## config.mk

```make
export PLATFORM = sky130hd
export DESIGN_NAME = spi_master_port
export DESIGN_NICKNAME = d
export VERILOG_FILES = /design/src/rtl/spi_port_pkg.sv /design/src/rtl/spi_bit_timer.sv /design/src/rtl/spi_clk_shaper.sv /design/src/rtl/spi_shift_unit.sv /design/src/rtl/spi_master_port.sv
export SDC_FILE = /design/constraint.sdc
export NUM_CORES = 1
export LEC_CHECK = 0
export ABC_AREA = 0
export CAP_MARGIN = 20
export CORE_MARGIN = 5
export CORE_UTILIZATION = 50
export CTS_BUF_LIST = sky130_fd_sc_hd__clkbuf_8
export DETAILED_ROUTE_END_ITERATION = 10
export HOLD_SLACK_MARGIN = 0.06
export PLACE_DENSITY = 0.75
export SLEW_MARGIN = 10
export SYNTH_ARGS = -nofsm -noshare
export SYNTH_HDL_FRONTEND = slang
export SYNTH_HIERARCHICAL = 1
export SYNTH_SLANG_ARGS = --single-unit
```

## constraint.sdc

```tcl
create_clock -name clk_i -period 5.8 [get_ports clk_i]
set_clock_uncertainty 0.1 [all_clocks]
set_input_delay 1.16 -clock clk_i [delete_from_list [all_inputs] [get_ports clk_i]]
set_output_delay 1.16 -clock clk_i [all_outputs]
set_load 0.02 [all_outputs]
```

## src/rtl/spi_port_pkg.sv

```systemverilog
`timescale 1ns/1ps
package spi_port_pkg;
  typedef struct packed {
    logic cpol;
    logic cpha;
    logic smp_end;
    logic slow;
  } spi_cfg_t;
endpackage

```

## src/rtl/spi_bit_timer.sv

```systemverilog
`timescale 1ns/1ps
module spi_bit_timer #(
  parameter int unsigned DIV_FAST = 4,
  parameter int unsigned DIV_SLOW = 16,
  parameter int unsigned BITS     = 8
) (
  input  logic clk_i,
  input  logic rst_ni,
  input  logic start_i,
  input  logic run_i,
  input  logic slow_i,
  output logic half_o,
  output logic mid_o,
  output logic bit_end_o,
  output logic last_bit_o
);
  localparam int unsigned CNT_W = $clog2(DIV_SLOW);
  localparam int unsigned BIT_W = $clog2(BITS);

  logic [CNT_W-1:0] cnt_q, lim, hlf;
  logic [BIT_W-1:0] bit_q;

  assign lim        = slow_i ? CNT_W'(DIV_SLOW - 1) : CNT_W'(DIV_FAST - 1);
  assign hlf        = slow_i ? CNT_W'(DIV_SLOW / 2) : CNT_W'(DIV_FAST / 2);
  assign half_o     = cnt_q >= hlf;
  assign mid_o      = cnt_q == (hlf - CNT_W'(1));
  assign bit_end_o  = cnt_q == lim;
  assign last_bit_o = bit_q == BIT_W'(BITS - 1);

  always_ff @(posedge clk_i or negedge rst_ni) begin
    if (!rst_ni) begin
      cnt_q <= '0;
      bit_q <= '0;
    end else if (start_i) begin
      cnt_q <= '0;
      bit_q <= '0;
    end else if (run_i) begin
      if (bit_end_o) begin
        cnt_q <= '0;
        bit_q <= bit_q + BIT_W'(1);
      end else begin
        cnt_q <= cnt_q + CNT_W'(1);
      end
    end
  end

  AST_CNT_BOUND: assert property (@(posedge clk_i) disable iff (!rst_ni)
    run_i |-> cnt_q <= lim);
  AST_BIT_ADVANCE: assert property (@(posedge clk_i) disable iff (!rst_ni)
    run_i && !start_i && bit_end_o && !last_bit_o |=> bit_q == $past(bit_q) + BIT_W'(1));
endmodule

```

## src/rtl/spi_clk_shaper.sv

```systemverilog
`timescale 1ns/1ps
module spi_clk_shaper (
  input  logic run_i,
  input  logic idle_pol_i,
  input  logic cpol_i,
  input  logic cpha_i,
  input  logic smp_end_i,
  input  logic half_i,
  input  logic mid_i,
  input  logic bit_end_i,
  output logic sck_o,
  output logic sample_o
);
  logic active;

  // cpha=0: active in second half; cpha=1: active in first half
  assign active   = cpha_i ? ~half_i : half_i;
  assign sck_o    = run_i ? (cpol_i ^ active) : idle_pol_i;
  assign sample_o = run_i & (smp_end_i ? bit_end_i : mid_i);
endmodule

```

## src/rtl/spi_shift_unit.sv

```systemverilog
`timescale 1ns/1ps
module spi_shift_unit #(
  parameter int unsigned WIDTH = 8
) (
  input  logic             clk_i,
  input  logic             rst_ni,
  input  logic             load_i,
  input  logic [WIDTH-1:0] data_i,
  input  logic             shift_i,
  input  logic             sample_i,
  input  logic             miso_i,
  output logic             mosi_o,
  output logic [WIDTH-1:0] rx_next_o
);
  logic [WIDTH-1:0] tx_q, rx_q;

  assign mosi_o    = tx_q[WIDTH-1];
  assign rx_next_o = sample_i ? {rx_q[WIDTH-2:0], miso_i} : rx_q;

  always_ff @(posedge clk_i or negedge rst_ni) begin
    if (!rst_ni) begin
      tx_q <= '0;
      rx_q <= '0;
    end else if (load_i) begin
      tx_q <= data_i;
      rx_q <= '0;
    end else begin
      if (shift_i) tx_q <= {tx_q[WIDTH-2:0], 1'b0};
      rx_q <= rx_next_o;
    end
  end

  AST_MOSI_HOLD: assert property (@(posedge clk_i) disable iff (!rst_ni)
    !load_i && !shift_i |=> $stable(mosi_o));
endmodule

```

## src/rtl/spi_master_port.sv

```systemverilog
`timescale 1ns/1ps
module spi_master_port #(
  parameter int unsigned BYTE_W   = 8,
  parameter int unsigned DIV_FAST = 4,
  parameter int unsigned DIV_SLOW = 16
) (
  input  logic              clk_i,
  input  logic              rst_ni,
  input  logic              en_i,
  input  logic              cpol_i,
  input  logic              edge_i,
  input  logic              smp_i,
  input  logic              rate_i,
  input  logic              wr_i,
  input  logic [BYTE_W-1:0] wdata_i,
  output logic              busy_o,
  output logic              done_o,
  output logic [BYTE_W-1:0] rdata_o,
  output logic              sck_o,
  output logic              mosi_o,
  input  logic              miso_i
);
  import spi_port_pkg::*;

  spi_cfg_t          cfg_q;
  logic              busy_q, done_q;
  logic [BYTE_W-1:0] rdata_q, rx_next;
  logic              start, finish, half, mid, bit_end, last_bit, sample;

  assign start  = wr_i & en_i & ~busy_q;
  assign finish = busy_q & en_i & bit_end & last_bit;

  always_ff @(posedge clk_i or negedge rst_ni) begin
    if (!rst_ni) begin
      busy_q  <= 1'b0;
      done_q  <= 1'b0;
      rdata_q <= '0;
      cfg_q   <= '0;
    end else begin
      done_q <= finish;
      if (!en_i) begin
        busy_q <= 1'b0;
      end else if (start) begin
        busy_q <= 1'b1;
        cfg_q  <= '{cpol: cpol_i, cpha: ~edge_i, smp_end: smp_i, slow: rate_i};
      end else if (finish) begin
        busy_q  <= 1'b0;
        rdata_q <= rx_next;
      end
    end
  end

  spi_bit_timer #(.DIV_FAST(DIV_FAST), .DIV_SLOW(DIV_SLOW), .BITS(BYTE_W)) u_timer (
    .clk_i(clk_i), .rst_ni(rst_ni), .start_i(start), .run_i(busy_q),
    .slow_i(cfg_q.slow), .half_o(half), .mid_o(mid), .bit_end_o(bit_end),
    .last_bit_o(last_bit)
  );

  spi_clk_shaper u_shaper (
    .run_i(busy_q), .idle_pol_i(cpol_i), .cpol_i(cfg_q.cpol), .cpha_i(cfg_q.cpha),
    .smp_end_i(cfg_q.smp_end), .half_i(half), .mid_i(mid), .bit_end_i(bit_end),
    .sck_o(sck_o), .sample_o(sample)
  );

  spi_shift_unit #(.WIDTH(BYTE_W)) u_shift (
    .clk_i(clk_i), .rst_ni(rst_ni), .load_i(start), .data_i(wdata_i),
    .shift_i(busy_q & bit_end & ~last_bit), .sample_i(sample), .miso_i(miso_i),
    .mosi_o(mosi_o), .rx_next_o(rx_next)
  );

  assign busy_o  = busy_q;
  assign done_o  = done_q;
  assign rdata_o = rdata_q;

  AST_DONE_ONE_CYCLE: assert property (@(posedge clk_i) disable iff (!rst_ni)
    done_o |=> !done_o);
  AST_DONE_ENDS_BUSY: assert property (@(posedge clk_i) disable iff (!rst_ni)
    done_o |-> !busy_o && $past(busy_o));
  AST_OFF_STOPS: assert property (@(posedge clk_i) disable iff (!rst_ni)
    !en_i |=> !busy_o && !done_o);
  AST_CFG_HOLD: assert property (@(posedge clk_i) disable iff (!rst_ni)
    busy_q && $past(busy_q) |-> $stable(cfg_q));
  AST_BUSY_WRITE_IGNORED: assert property (@(posedge clk_i) disable iff (!rst_ni)
    busy_q && en_i && !finish |=> busy_q && $stable(rdata_q));
endmodule

```

==> results of run 1 <==
## cell usage after synthesis, drive strengths merged
cell and n:
a21o 1, a21oi 1, a311o 1, a31oi 1
buf 4, clkbuf 1, dfrtp 37, ha 5
inv 5, mux2 21, mux2i 12, nand2 13
nand2b 7, nand3 1, nand3b 2, nand4 2
nor2 6, nor2b 10, nor3 1, nor4b 1
o21ai 9, o22ai 1, xor2 2, xor3 1
## cell families after synthesis
family                     count (synthesis)  synth area share
AOI/OAI and AO/OA                         14            0.0447
adders and majority gates                  5            0.0349
muxes                                     33             0.220
buffers and inverters                     10            0.0272
xor gates and xnor gates                   3            0.0272
DFF                                       37             0.516
and+or+nand+nor                           43             0.130
## metal layers
| layer | track usage | up-vias | routed length [µm] |
|---|---|---|---|
| li1 | - | 558 | - |
| met1 | 0.183 | 558 | 1430 |
| met2 | 0.241 | 25 | 1690 |
| met3 | 0.0531 | 2 | 169 |
| met4 | 0.0638 | 0 | 22 |
| met5 | 0 | - | 0 |
## how the worst min path moves through the flow
stage	from	to	slack [ns]
after floorplan	cfg_q[3]	cfg_q[3]	0.38
after global placement	rdata_o[4]	rdata_o[4]	0.39
after detailed placement	rdata_o[0]	rdata_o[0]	0.40
after CTS	rdata_o[0]	rdata_o[0]	0.42
after global routing	rdata_o[4]	rdata_o[4]	0.44
final	rdata_o[3]	rdata_o[3]	0.41
## flip-flops by register name, summed over array words and instances (netlist names)
register       cells
u_timer/cnt_q      4
rdata_o            8
u_shift/rx_q       8
u_shift/tx_q       8
done_o             1
cfg_q              4
u_timer/bit_q      3
busy_o             1
## power by group
part / internal, mW / switching [mW] / leakage (nW) / total [mW]
logic: 0.0727 / 0.0616 / 0.490 / 0.134
clock network: 0.140 / 0.0913 / 0.0574 / 0.231
registers: 0.285 / 0.0238 / 0.490 / 0.309
## cell type report
cell class | count | area, µm² | share of cell area
Clock inverter | 2 | 37.5 | 0.0168
Tap cell | 46 | 57.6 | 0.0258
Sequential cell | 37 | 926 | 0.415
Timing Repair Buffer | 29 | 288 | 0.129
Clock buffer | 6 | 82.6 | 0.0371
Inverter | 5 | 18.8 | 0.00842
Multi-Input combinational cell | 98 | 818 | 0.367
## worst max-delay path: stages (launching register included)
cell and delay [ns]:
dfrtp_1 0.40, inv_1 0.10, ha_1 0.33, nand2b_1 0.08, nand3b_1 0.08, a21o_1 0.18, xor3_1 0.17, mux2_4 0.27
clkdlybuf4s50_1 0.55
## layout by cell type, fill, tap and decap left out, drive strengths merged, types with 2 or more instances in the layout
master	netlist	layout
ha	5	5
dfrtp	37	37
nor2b	10	10
nand2	13	13
nand4	2	2
mux2	21	21
clkbuf	1	6
mux2i	12	12
o21ai	9	9
clkdlybuf4s50	0	28
nand2b	7	7
nor2	6	6
inv	5	5
nand3b	2	2
xor2	2	2
==> results.py, run 1 <==
metrics = {
    "placement": {
        "dp.final_hpwl_um": 2270,
        "dpl-instance-area_um2": 2110,
        "dp_slack_ns": 2.12,
        "dp_cells": 215,
        "port_buffers": 28,
        "place.gp.congestion": 0.783,
    },
    "setup_path": {
        "worstRegToRegCells": 8,
        "worstPathRequired_ns": 4.54,
        "crit_fanout": 3,
        "reg2reg_slack_ns": 2.80,
        "crit_end": "sck_o",
        "r2r-start": "cfg_q[0]",
        "rr_endpoint": "rdata_o[6]",
        "crit_type": "register to primary output",
        "worstSetupEndpointType": "primary output",
        "worst_ep_arrival_time_ns": 2.44,
        "cp-start-kind": "register",
        "critPathLaunch": "cfg_q[0]",
    },
    "pwr": {
        "ir_drop_v": 0.000160,
        "p_leak_nw": 1.04,
        "total_power_uw": 675,
        "p_per_area_nw_per_um2": 303,
    },
    "yosys": {
        "postSynthAreaPerCell_um2": 12.4,
        "synth.top_cell.area_share": 0.516,
        "ys_seq_area_frac": 0.516,
        "yosysTopAreaCell": "dfrtp_1",
        "synth.distinct_cells": 30,
        "synthCells": 145,
        "synthesis.area_um2": 1790,
        "ys_seq_elements": 37,
        "syn_nets": 167,
        "synth_warnings": 6,
        "synth.area.top_cells": "dfrtp_1 52%, mux2_4 8.4%, mux2_2 6.9%",
    },
    "min_path": {
        "holdPathStages": 1,
        "worstHoldPathType": "register to register",
    },
    "clocking": {
        "postCtsSetupRepairBufs": 0,
        "h-tree-depth": 2,
        "postCtsHoldBufs": 0,
        "cts_resized": 0,
        "clkLatencyLatePin_ns": 0.29,
        "cts.clk_slew.worst_paths_ns": 0.07,
        "cts_tree": "built",
        "clockBufferDepth": 2,
        "cts_inserted_buffers": 5,
        "cts_root_buffer": "clkbuf_8",
        "clock-sinks": 37,
    },
    "cells_and_area": {
        "post-route-util": 0.652,
        "drive_gt1_frac": 0.186,
        "fin_nets": 198,
        "area_growth_pct": 24.3,
        "instances_no_fill": 223,
        "nFillCells": 274,
        "diodes": 0,
        "final_area_um2": 2230,
    },
    "sta": {
        "finalCritPeriodShare": 0.638,
        "setup_viol": 0,
        "fin_hold_ws_ns": 0.410,
        "min_period_ns": 3.70,
        "max_slew_margin": 0.330,
        "finalHoldViolations": 0,
        "setup_tns_ns": 0,
        "fmax_mhz": 270,
        "fin_ws_ns": 2.10,
        "tightest_slew_ns": 1.00,
        "rsz0062_at_grt": "false",
        "slew_viol_final": 0,
    },
    "route": {
        "antenna_left": 0,
        "first_pass_iters": 4,
        "avgViaCountPerCell": 5.13,
        "drt_wl_total_um": 3320,
        "vias": 1143,
        "drc": 0,
        "drtIter0Drc": 57,
        "wire_per_inst_um": 14.9,
    },
    "floorplanning": {
        "rows": 21,
        "initial_core_util": 0.525,
        "die_h_um": 69.9,
        "core_area_um2": 3420,
        "ios": 29,
        "die_x_um": 69.9,
        "die_area_um2": 4880,
    },
    "run_status": {
        "status": "finished, final reports clean",
    },
    "grt": {
        "grt_use_total": 0.150,
        "grt_pass1_vias": 1223,
        "grt_overflow": 0,
        "grt_pass1_wl_um": 5840,
        "antenna_found_initial": 0,
        "grt_max_degree": 38,
    },
    "flow_run": {
        "drv_cap": 0,
    },
}
(Power assumes the default switching activity.)
==> run 2, diff against run 1 <==
==> constraint.sdc (replaced) <==
create_clock -name clk_i -period 3.5 [get_ports clk_i]
set_clock_uncertainty 0.1 [all_clocks]
set_input_delay 0.7 -clock clk_i [delete_from_list [all_inputs] [get_ports clk_i]]
set_output_delay 0.7 -clock clk_i [all_outputs]
set_load 0.02 [all_outputs]
==> run 2 against run 1 <==
Net effect: flip-flop and latch count unchanged; critical path depth did not move; sequential power up 66%; die area is the same; power rose by 56%; via count grew 1.1%; register-to-register slack lost 1.8 ns; wire length fell by 4.6%; combinational power increased by 65%; final area decreased by 0.17%; final cell count grew 0.90%; clock power up 37%.
==> results.py, run 2 (synthesis results as in run 1) <==
metrics = {
    "cells_and_area": {
        "final_area_um2": 2220,
        "post-route-util": 0.651,
        "layout_common_cells": "37 x dfrtp_1, 28 x clkdlybuf4s50_1, 13 x nand2_1, 12 x mux2i_1, 11 x mux2_2",
        "layout_commonest_cell": "dfrtp_1",
        "diodes": 0,
        "area_growth_pct": 24.1,
        "nFillCells": 284,
        "drive_gt1_frac": 0.196,
        "fin_nets": 200,
    },
    "clocking": {
        "postCtsHoldBufs": 0,
        "cts_tree": "built",
        "cts_resized": 0,
        "cts_inserted_buffers": 5,
        "postCtsSetupRepairBufs": 0,
        "h-tree-depth": 2,
        "clock-sinks": 37,
        "clkLatencyLatePin_ns": 0.28,
        "cts_root_buffer": "clkbuf_8",
        "cts.clk_slew.worst_paths_ns": 0.07,
        "clockBufferDepth": 2,
    },
    "setup_path": {
        "critPathLaunch": "cfg_q[0]",
        "max_stage_delay_ns": 0.53,
        "worst_ep_arrival_time_ns": 2.42,
        "worstPathRequired_ns": 2.70,
        "slowest_stage": "clkdlybuf4s50_1",
        "critPathTopFamily": "buffers and inverters",
        "worstSetupEndpointType": "primary output",
        "cp_num_buf_inv": 2,
        "r2r-start": "cfg_q[0]",
        "crit_fanout": 3,
        "cp-start-kind": "register",
        "crit_type": "register to primary output",
        "cp_cell_sequence": "inv_1 > ha_1 > nand2b_1 > nand3b_1 > a21o_1 > xor3_1 > mux2_4 > clkdlybuf4s50_1",
    },
    "placement": {
        "dp.final_hpwl_um": 2260,
        "port_buffers": 28,
        "dpl-instance-area_um2": 2120,
        "place.gp.congestion": 0.781,
    },
    "route": {
        "antenna_left": 0,
        "drt_wl_total_um": 3160,
        "first_pass_iters": 4,
        "wire_per_inst_um": 14.1,
        "drc": 0,
        "drtIter0Drc": 59,
        "vias": 1156,
        "avgViaCountPerCell": 5.14,
    },
    "flow_run": {
        "drv_cap": 0,
    },
    "floorplanning": {
        "die_h_um": 69.9,
        "rows": 21,
        "initial_core_util": 0.525,
        "core_area_um2": 3420,
        "die_x_um": 69.9,
        "ios": 29,
        "die_area_um2": 4880,
    },
    "sta": {
        "min_period_ns": 3.22,
        "setup_viol": 0,
        "finalCritPeriodShare": 0.920,
        "tightest_slew_ns": 0.811,
        "fmax_mhz": 311,
        "max_slew_margin": 0.457,
        "fin_hold_ws_ns": 0.405,
        "finalHoldViolations": 0,
        "setup_tns_ns": 0,
        "rsz0062_at_grt": "false",
        "slew_viol_final": 0,
    },
    "pwr": {
        "ir_drop_v": 0.000303,
        "p_per_area_nw_per_um2": 472,
        "total_power_mw": 1.05,
        "p_leak_nw": 1.05,
    },
    "grt": {
        "grt_use_total": 0.145,
        "antenna_found_initial": 0,
        "grt_max_degree": 38,
        "grt_pass1_vias": 1225,
        "grt_overflow": 0,
        "grt_pass1_wl_um": 5690,
    },
    "min_path": {
        "hold_start": "rdata_o[5]",
        "worstHoldPathType": "register to register",
    },
    "run_status": {
        "status": "finished, final reports clean",
    },
}
==> run 2: where the power goes <==
part / switching, mW / internal [mW]
logic: 0.0992 / 0.122
registers: 0.0398 / 0.473
clock network: 0.139 / 0.178
==> run 2: metrics by stage <==
stage | cells | setup slack, ns
finish | 225 | 0.281
global route | 225 | 0.155
CTS | 225 | 0.253
detailed placement | 217 | 0.577
global placement | 217 | 0.637
floorplan | 145 | 1.17
==> run 2: path summary, 6_finish.rpt <==
kind / slack (ns) / depth (start not counted) / endpoint
min in group asynchronous: 0.74 / 2 / u_timer/bit_q[0]
worst min register to register: 0.41 / 1 / rdata_o[5]
worst max-delay path: 0.28 / 8 / sck_o
max in group asynchronous: 2.23 / 2 / rdata_o[1]
worst max register to register: 0.98 / 8 / u_shift/tx_q[6]
worst min-delay path: 0.41 / 1 / rdata_o[5]
==> run 2: metal layers <==
layer  GRT usage  up-vias  routed length (µm)
met3      0.0359        5                  87
met5           0        -                   0
met2       0.236       18                1570
met4      0.0638        0                  36
met1       0.183      573                1470
li1            -      560                   -
==> run 2: layout make-up <==
class,count,area [µm²],share of cell area
Clock buffer,7,96.3,0.0433
Tap cell,46,57.6,0.0259
Timing Repair Buffer,31,303,0.136
Clock inverter,1,5.00,0.00225
Multi-Input combinational cell,98,818,0.368
Sequential cell,37,926,0.416
Inverter,5,18.8,0.00844
==> run 3, diff against run 2 <==
--- a/config.mk
+++ b/config.mk
@@ -11,10 +11,11 @@
 export CORE_UTILIZATION = 50
 export CTS_BUF_LIST = sky130_fd_sc_hd__clkbuf_8
 export DETAILED_ROUTE_END_ITERATION = 10
-export HOLD_SLACK_MARGIN = 0.06
-export PLACE_DENSITY = 0.75
+export HOLD_SLACK_MARGIN = 0.02
+export PLACE_DENSITY = 0.8
 export SLEW_MARGIN = 10
 export SYNTH_ARGS = -nofsm -noshare
 export SYNTH_HDL_FRONTEND = slang
 export SYNTH_HIERARCHICAL = 1
 export SYNTH_SLANG_ARGS = --single-unit
+export TNS_END_PERCENT = 30
==> run 3 against run 2 <==
Net effect: via count is 1.5% higher; register-to-register slack hardly changed; global-route usage is 1.1 points higher; non-clock buffer count stayed put; wire length is 10% higher; flip-flop and latch count stayed put; combinational power is 2% higher; maximum frequency is 0.46% lower; final area is 0.84% higher; critical path depth stayed put.
==> results.py, run 3 (synthesis results as in run 1) <==
metrics = {
    "sta": {
        "finalHoldViolations": 0,
        "tightest_slew_ns": 0.789,
        "finalCritPeriodShare": 0.924,
        "rsz0062_at_grt": "false",
        "setup_viol": 0,
        "setup_tns_ns": 0,
        "min_period_ns": 3.23,
        "fmax_mhz": 309,
        "slew_viol_final": 0,
        "max_slew_margin": 0.472,
    },
    "setup_path": {
        "r2r-start": "cfg_q[0]",
        "crit_fanout": 3,
        "critPathLaunch": "cfg_q[0]",
        "worst_ep_arrival_time_ns": 2.43,
        "slowest_stage": "clkdlybuf4s50_1",
        "cp-start-kind": "register",
        "worstSetupEndpointType": "primary output",
        "cp_cell_sequence": "inv_1 > ha_1 > nand2b_1 > nand3b_1 > a21o_1 > xor3_1 > mux2_4 > clkdlybuf4s50_1",
        "max_stage_delay_ns": 0.53,
        "crit_type": "register to primary output",
        "worstPathRequired_ns": 2.70,
    },
    "floorplanning": {
        "ios": 29,
        "initial_core_util": 0.525,
        "die_x_um": 69.9,
        "die_h_um": 69.9,
        "rows": 21,
        "die_area_um2": 4880,
        "core_area_um2": 3420,
    },
    "clocking": {
        "clock-sinks": 37,
        "h-tree-depth": 2,
        "postCtsHoldBufs": 0,
        "cts_inserted_buffers": 5,
        "clkLatencyLatePin_ns": 0.29,
        "postCtsSetupRepairBufs": 0,
        "cts.clk_slew.worst_paths_ns": 0.08,
        "cts_root_buffer": "clkbuf_8",
        "cts_tree": "built",
        "clockBufferDepth": 2,
        "cts_resized": 0,
    },
    "pwr": {
        "total_power_mw": 1.13,
        "p_per_area_nw_per_um2": 503,
        "p_leak_nw": 1.05,
        "ir_drop_v": 0.000403,
    },
    "placement": {
        "dp.final_hpwl_um": 2400,
        "dpl-instance-area_um2": 2120,
        "place.gp.congestion": 0.781,
        "port_buffers": 28,
        "dp_cells": 217,
    },
    "route": {
        "antenna_left": 0,
        "vias": 1173,
        "drt_wl_total_um": 3490,
        "first_pass_iters": 4,
        "drtIter0Drc": 60,
        "drc": 0,
        "wire_per_inst_um": 15.5,
        "avgViaCountPerCell": 5.21,
    },
    "flow_run": {
        "drv_cap": 0,
    },
    "cells_and_area": {
        "post-route-util": 0.657,
        "diodes": 0,
        "layout_common_cells": "37 x dfrtp_1, 28 x clkdlybuf4s50_1, 13 x nand2_1, 12 x mux2i_1, 11 x mux2_2",
        "layout_commonest_cell": "dfrtp_1",
        "instances_no_fill": 225,
        "final_area_um2": 2240,
        "drive_gt1_frac": 0.196,
        "fin_nets": 200,
        "area_growth_pct": 25.1,
    },
    "grt": {
        "grt_use_total": 0.156,
        "grt_max_degree": 38,
        "grt_overflow": 0,
        "antenna_found_initial": 0,
        "grt_pass1_vias": 1352,
        "grt_pass1_wl_um": 6070,
    },
    "min_path": {
        "hold_start": "rdata_o[3]",
        "worstHoldPathType": "register to register",
    },
    "run_status": {
        "status": "finished, final reports clean",
    },
}
[run 3: changes by cell type in the layout (fill, tap and decap cells not counted), sizes merged]
cell / previous run / this run
bufinv: 0 / 1
clkinvlp: 0 / 1
clkinv: 1 / 0
clkbuf: 7 / 6
[run 3: critical path, delay by kind of cell (launching register included)]
family,cells,cell delay [ns]
buffers and inverters,2,0.63
DFF,1,0.40
adders and majority gates,1,0.33
muxes,1,0.26
AOI/OAI and AO/OA,1,0.19
xor gates and xnor gates,1,0.18
and+or+nand+nor,2,0.15
[run 3: per-stage QoR]
stage               hold WS, ns  setup slack [ns]
CTS                       0.411             0.236
global placement          0.392             0.645
floorplan                 0.304              1.17
detailed placement        0.396             0.578
finish                    0.409             0.266
global route              0.431             0.149
[run 3: path summary, 6_finish.rpt]
kind / to / slack [ns] / cells after the start
hold / removal: rdata_o[3] / 0.41 / 1
setup / recovery: sck_o / 0.27 / 8
setup reg to reg: u_shift/tx_q[3] / 0.97 / 8
hold reg to reg: rdata_o[3] / 0.41 / 1
min in group asynchronous: u_shift/rx_q[7] / 0.73 / 2
max in group asynchronous: cfg_q[2] / 2.24 / 2
[run 3: final cells by class]
cell class | count | area, µm²
Timing Repair Buffer | 31 | 303
Clock buffer | 6 | 82.6
Fill cell | 272 | 1170
Multi-Input combinational cell | 98 | 818
Sequential cell | 37 | 926
Inverter | 5 | 18.8
Tap cell | 46 | 57.6
Clock inverter | 2 | 37.5
[run 3: routing by layer]
metal	routed length (µm)	global-route usage
met3	169	0.0502
met1	1470	0.178
met5	0	0
met2	1800	0.260
met4	45	0.0830
[run 3: where the power goes]
group	internal, mW	leakage, nW	total (mW)	switching, mW
combinational	0.122	0.501	0.225	0.103
clock	0.232	0.0574	0.390	0.158
sequential	0.473	0.490	0.515	0.0417
total	0.826	1.05	1.13	0.303
